<file path="config.mk">
export PLATFORM = sky130hd
export DESIGN_NAME = susp_clk_ctrl
export DESIGN_NICKNAME = d
export VERILOG_FILES = /design/src/rtl/susp_pkg.sv /design/src/rtl/susp_req_sync.sv /design/src/rtl/susp_mode_reg.sv /design/src/rtl/susp_seq.sv /design/src/rtl/susp_clk_ctrl.sv
export SDC_FILE = /design/constraint.sdc
export NUM_CORES = 1
export LEC_CHECK = 0
export BUFFER_PORTS_ARGS = -buffer_cell sky130_fd_sc_hd__buf_2
export CAP_MARGIN = 20
export CORE_AREA = 2 2 39 41
export DETAILED_ROUTE_END_ITERATION = 8
export DIE_AREA = 0 0 41 43
export PLACE_DENSITY = 0.73
export RECOVER_POWER = 25
export SYNTH_ARGS = -nofsm -noshare
export SYNTH_HDL_FRONTEND = slang
export SYNTH_HIERARCHICAL = 1
export SYNTH_SLANG_ARGS = --single-unit
</file>
<file path="constraint.sdc">
create_clock -name clk_i -period 1.57 [get_ports clk_i]
set_input_delay 0.3925 -clock clk_i [delete_from_list [all_inputs] [get_ports clk_i]]
set_output_delay 0.3925 -clock clk_i [all_outputs]
set_load 0.1 [all_outputs]
</file>
<file path="src/rtl/susp_pkg.sv">
`timescale 1ns/1ps
package susp_pkg;
  typedef enum logic [2:0] {
    ST_RUN,
    ST_SETTLE,
    ST_SUSP,
    ST_WAKE_CORE,
    ST_RELEASE
  } susp_state_e;

  function automatic int unsigned settle_min(input int unsigned v);
    return (v < 2) ? 2 : v;
  endfunction
endpackage

</file>
<file path="src/rtl/susp_req_sync.sv">
`timescale 1ns/1ps
module susp_req_sync #(
  parameter int unsigned STAGES = 2
) (
  input  logic clk_i,
  input  logic rst_ni,
  input  logic req_ni,
  output logic req_o
);
  // active-high request, resets to idle
  generate
    if (STAGES <= 1) begin : g_single
      logic q;
      always_ff @(posedge clk_i or negedge rst_ni) begin
        if (!rst_ni) q <= 1'b0;
        else         q <= ~req_ni;
      end
      assign req_o = q;
    end else begin : g_chain
      logic [STAGES-1:0] q;
      always_ff @(posedge clk_i or negedge rst_ni) begin
        if (!rst_ni) q <= '0;
        else         q <= {q[STAGES-2:0], ~req_ni};
      end
      assign req_o = q[STAGES-1];
    end
  endgenerate
endmodule

</file>
<file path="src/rtl/susp_mode_reg.sv">
`timescale 1ns/1ps
module susp_mode_reg (
  input  logic clk_i,
  input  logic rst_ni,
  input  logic we_i,
  input  logic deep_i,
  output logic deep_o
);
  always_ff @(posedge clk_i or negedge rst_ni) begin
    if (!rst_ni)   deep_o <= 1'b0;
    else if (we_i) deep_o <= deep_i;
  end
endmodule

</file>
<file path="src/rtl/susp_seq.sv">
`timescale 1ns/1ps
module susp_seq
  import susp_pkg::*;
#(
  parameter int unsigned SETTLE_CYCLES = 2
) (
  input  logic clk_i,
  input  logic rst_ni,
  input  logic req_i,
  input  logic deep_i,
  output logic core_en_o,
  output logic mem_en_o,
  output logic ack_no,
  output logic keep_o
);
  localparam int unsigned SETTLE_EFF = settle_min(SETTLE_CYCLES);
  localparam int unsigned CW         = $clog2(SETTLE_EFF + 1);
  localparam logic [CW-1:0] CNT_LAST = CW'(SETTLE_EFF - 1);

  susp_state_e    state_q;
  logic [CW-1:0]  cnt_q;
  logic           deep_lat_q;

  always_ff @(posedge clk_i or negedge rst_ni) begin
    if (!rst_ni) begin
      state_q    <= ST_RUN;
      cnt_q      <= '0;
      deep_lat_q <= 1'b0;
      core_en_o  <= 1'b1;
      mem_en_o   <= 1'b1;
      ack_no     <= 1'b1;
      keep_o     <= 1'b1;
    end else begin
      case (state_q)
        ST_RUN: begin
          if (req_i) begin
            state_q    <= ST_SETTLE;
            core_en_o  <= 1'b0;
            cnt_q      <= '0;
            deep_lat_q <= deep_i;   // mode frozen for this suspend
          end
        end
        ST_SETTLE: begin
          cnt_q <= cnt_q + 1'b1;
          if (cnt_q == '0) mem_en_o <= ~deep_lat_q;
          if (cnt_q == CNT_LAST) begin
            ack_no  <= 1'b0;
            keep_o  <= ~deep_lat_q;
            state_q <= ST_SUSP;
          end
        end
        ST_SUSP: begin
          if (!req_i) begin
            mem_en_o <= 1'b1;
            keep_o   <= 1'b1;
            state_q  <= ST_WAKE_CORE;
          end
        end
        ST_WAKE_CORE: begin
          core_en_o <= 1'b1;
          state_q   <= ST_RELEASE;
        end
        ST_RELEASE: begin
          ack_no  <= 1'b1;
          state_q <= ST_RUN;
        end
        default: state_q <= ST_RUN;
      endcase
    end
  end
endmodule

</file>
<file path="src/rtl/susp_clk_ctrl.sv">
`timescale 1ns/1ps
module susp_clk_ctrl #(
  parameter int unsigned SYNC_STAGES   = 2,
  parameter int unsigned SETTLE_CYCLES = 2
) (
  input  logic clk_i,
  input  logic rst_ni,
  input  logic susp_req_ni,
  input  logic cfg_we_i,
  input  logic cfg_deep_i,
  output logic core_clk_en_o,
  output logic mem_clk_en_o,
  output logic susp_ack_no,
  output logic ext_clk_keep_o
);
  logic req_sync;
  logic deep_q;

  susp_req_sync #(.STAGES(SYNC_STAGES)) u_sync (
    .clk_i  (clk_i),
    .rst_ni (rst_ni),
    .req_ni (susp_req_ni),
    .req_o  (req_sync)
  );

  susp_mode_reg u_mode (
    .clk_i  (clk_i),
    .rst_ni (rst_ni),
    .we_i   (cfg_we_i),
    .deep_i (cfg_deep_i),
    .deep_o (deep_q)
  );

  susp_seq #(.SETTLE_CYCLES(SETTLE_CYCLES)) u_seq (
    .clk_i     (clk_i),
    .rst_ni    (rst_ni),
    .req_i     (req_sync),
    .deep_i    (deep_q),
    .core_en_o (core_clk_en_o),
    .mem_en_o  (mem_clk_en_o),
    .ack_no    (susp_ack_no),
    .keep_o    (ext_clk_keep_o)
  );
endmodule

</file>
# After elaboration in Yosys (flattened, before gate mapping)

Index checks and enable logic that the tools add are counted.

Register bits after elaboration: 13
Bits of input ports: 5
Output and inout bits: 4
Logic and storage cells: 49

Add/sub/neg operators: 1
Equal/unequal tests: 9
Reductions and logical operators: 13
Multiplexer cells: 15
Bitwise gates (word level): 2

Operators with widths:

| kind                                                | count |
|---|---|
| case mux 3 bit (4 select lines)                     | 1 |
| two-way mux 3 bit                                   | 3 |
| AND reduction 3 bit                                 | 3 |
| case mux 1 bit (2 select lines)                     | 4 |
| AND reduction 2 bit                                 | 4 |
| nonzero test 2 bit                                  | 4 |
| equality test 3 x 2 -> 1 bit, second input constant | 2 |
| two-way mux 1 bit                                   | 5 |
| != test 2 x 1 -> 1 bit, second input constant       | 2 |
| != test 2 bit, second input constant                | 2 |
| case mux 2 bit (2 select lines)                     | 1 |
| equality test 3 x 1 -> 1 bit, second input constant | 1 |
| equality test 3 bit, second input constant          | 1 |
| logical NOT 3 bit                                   | 1 |
| adder 2 x 1 -> 2 bit, second input constant         | 1 |
| equality test 2 x 1 -> 1 bit, second input constant | 1 |
| logical NOT 2 bit                                   | 1 |
| two-way mux 2 bit                                   | 1 |
| inverter 1 bit                                      | 2 |

# Depth between registers and ports, before layout

Word-level depth: 3
Gate-level depth with buffers: 5
Depth with buffers taken out: 5

# Hierarchy

The synthesis kept the hierarchy.

By module, submodules not included:

| module        | sequential area each (sq um) | cells each | area each (sq um) | instances |
|---|---|---|---|---|
| susp_seq      | 255.2                        | 48         | 530.5             | 1 |
| susp_req_sync | 50.0                         | 3          | 53.8              | 1 |
| susp_mode_reg | 25.0                         | 2          | 40.0              | 1 |

# Least setup slack after synthesis

OpenSTA, ideal clock, no wires.

Kind: flip-flop to flip-flop
Start: register, netlist name u_seq/ack_no
End: register u_seq.ack_no
Cell stages (with the launch flop): 3
Clock period less this slack: 1311 ps
Arrival: 1238 ps
Data required time: 1497 ps
Path buffers: 0
Setup slack: 259 ps
Library setup time: 73 ps
Cells stage by stage: dfstp_2 a21bo_2 a21oi_1

RTL lines:

| what                 | line           | source |
|---|---|---|
| end signal, assigned | susp_seq.sv:31 | `ack_no <= 1'b1;` |
| end signal, assigned | susp_seq.sv:47 | `ack_no <= 1'b0;` |
| end signal, assigned | susp_seq.sv:64 | `ack_no <= 1'b1;` |
| end, declared        | susp_seq.sv:13 | `output logic ack_no,` |

# Worst setup path in the final report

Start: register u_seq.keep_o
End: output port ext_clk_keep_o

RTL lines:

| what                   | line                | source |
|---|---|---|
| start, declared        | susp_seq.sv:14      | `output logic keep_o` |
| start signal, assigned | susp_seq.sv:48      | `keep_o <= ~deep_lat_q;` |
| end, declared          | susp_clk_ctrl.sv:14 | `output logic ext_clk_keep_o` |

No word-level cell between the ends.

==> qor.yml <==
status: "completed"
yosysTopAreaCell: "dfrtp_1"
grt_pass1_vias: 406
ant_nets: 0
netlist_instances: 53
die_area_um2: 1763
timing.fmax_mhz: 706.6
fin_skew_ns: 0.0008414
fillers: 123
drtPass1Iterations: 2
initial_utilization: 0.4512
peakVddDrop_uv: 952.3
cts_tree: "built"
drc: 0
dr_total_vias: 415
finalCritPeriodShare: 0.9014
worst-path-stages: 1
clockBufferDepth: 2
async_flop_share: 1.000
startpoint_type: "flip-flop"
tightest_slew_ns: 0.6687
rr_worst_depth: 2
fp.dieW_um: 41
num_rows: 14
grt_max_degree: 15
ys_ff_latch: 13
worstPathMaxFanout: 3
antenna_found_initial: 0
worstHoldPathCells: 2
cp_num_buf_inv: 1
yosysSeqAreaShare: 0.5291
setup_viol: 0
finalWirelength_um: 955
numClockSinks: 13
place_inst: 75
final_cells: 80
cts_made_buffers: 3
path_clk_slew_ns: 0.07
crit_type: "flip-flop to primary output"
fin_setup_tns_ns: 0
critPathMaxStageDelay_ns: 0.57
grt_pass1_wl_mm: 1.690
drive_above_1_share: 0.3438
synth.net_count: 60
critPathRequiredTime_ns: 1.18
post_drt_wl_per_cell_um: 11.94
hold_ws_ns: 0.2560
core-area_um2: 1384
globalplace.congestion: 0.7551
synth_flop_cell: "dfrtp_1"
antennaDiodeCount: 0
syn-mean-instance-area_um2: 11.78
synth-edff-count: 0
crit_chain: "buf_12"
cp_slowest_cell: "dfstp_2"
hpwl_um: 729.2
overflow: 0
cts-root-buf: "clkbuf_4"
drv_cap: 0
rsz0062_at_grt: "no"
total_leakage_power_nw: 0.3195
die_h_um: 43
port_buffers: 8
post-route-min-period_ns: 1.415
slew_violations: 0
hold_violations: 0
ys_types: 27
htreeDepth: 1
yosys_warnings: 6
grt_util_all_layers: 0.1493
cpLargestDelayFamily: "flip-flops"
cp.arrival_ns: 1.02
via_per_inst: 5.188
layout.nets: 72
synth_common_cells: "9 x dfrtp_1, 5 x a21oi_1, 5 x inv_1, 4 x dfstp_2, 3 x nand2b_1"
synth_area_leaders: "dfrtp_1 36%, dfstp_2 17%, a21oi_1 4.0%, ha_1 4.0%, inv_1 3.0%"
power.density_nw_per_um2: 2264
io_pins: 9
syn-cell-area_um2: 624.3
synth_top_area_frac: 0.3607
hold_path_class: "input port to flip-flop"
clock_latency_ns: 0.27
fin_util: 0.5470
cp-end-kind: "primary output"
yosysMostFrequentCell: "dfrtp_1"
drt_iter0_drc: 10
synthToLayoutAreaGrowth_pct: 21.24
max_slew_margin: 0.5542
==> where the power goes <==
group	internal, mW	switching (mW)	total [mW]
registers	0.480	0.164	0.644
logic	0.371	0.502	0.873
clock network	0.0983	0.0994	0.198
==> area by class of cell <==
type                    count  area [µm²]  share of cell area
flip-flops and latches     13       330.3              0.4364
inverters                   5       18.77             0.02479
clock buffers               4       26.28             0.03471
well taps                  16       20.02             0.02645
repair buffers              9       108.9              0.1438
multi-input cells          33       252.7              0.3339
==> per-stage QoR <==
stage               instance area [µm²]  total power [mW]  setup WS (ns)
floorplan                         624.3             1.283         0.2593
global placement                  725.7             1.509         0.2769
detailed placement                725.7             1.529         0.2636
CTS                               762.0             1.739         0.1359
global route                      757.0             1.839         0.1092
finish                            757.0             1.714         0.1548
==> final timing paths <==
path	start	to	slack (ns)
min in group asynchronous	rst_ni	u_seq/state_q[2]	0.66
max in group asynchronous	rst_ni	u_seq/cnt_q[0]	0.48
max reg2reg	u_seq/state_q[0]	u_seq/deep_lat_q	0.25
min reg2reg	u_sync/g_chain.q[0]	u_sync/g_chain.q[1]	0.36
min	susp_req_ni	u_sync/g_chain.q[0]	0.26
max	u_seq/keep_o	ext_clk_keep_o	0.15
==> metal layers <==
metal	wire length, µm	GRT usage	part of all wire
met1	466	0.1980	0.49
met5	0	0	0
met4	0	0.1000	0
met3	43	0.04712	0.045
met2	446	0.2000	0.47
==> state kept, by name, indices dropped and copies added (netlist names) <==
name / flops
u_seq/keep_o: 1
u_mode/deep_o: 1
u_seq/cnt_q: 2
u_seq/ack_no: 1
u_seq/core_en_o: 1
u_seq/state_q: 3
u_sync/g_chain.q: 2
u_seq/deep_lat_q: 1
u_seq/mem_en_o: 1
==> cells in the final DEF, fill, tap and decap left out, types with 2 or more instances in the layout <==
cell type	n
nand3_1	2
nor3_1	2
clkbuf_1	2
ha_1	2
nand2b_1	3
dfrtp_1	9
buf_2	3
dfstp_2	4
buf_12	4
nor2_1	2
o21ai_0	2
inv_1	5
a21oi_1	5
clkbuf_4	3
==> timing repair <==
| item | in CTS | in global routing |
|---|---|---|
| hold endpoints to repair | 9 | 0 |
| hold buffers | 1 | 0 |
| resized for setup | 0 | 0 |
| buffers inserted | 0 | 0 |
==> worst reg2reg max path: stages, from the launching register on <==
cell and delay, ns:
dfrtp_1 0.54, nor4b_2 0.31, mux2_2 0.35
==> logic make-up (layout without fill, tap and decap cells) <==
logic type / after synthesis / in the layout / synth area share
multiplexers: 2 / 2 / 0.04208
flip-flops: 13 / 13 / 0.5291
buffers and inverters: 7 / 18 / 0.06013
AO/OA/AOI/OAI: 13 / 13 / 0.1543
AND/OR/NAND/NOR: 16 / 16 / 0.1744
adder cells (fa/ha/maj): 2 / 2 / 0.04007
Power figures use the tool's default switching activity.
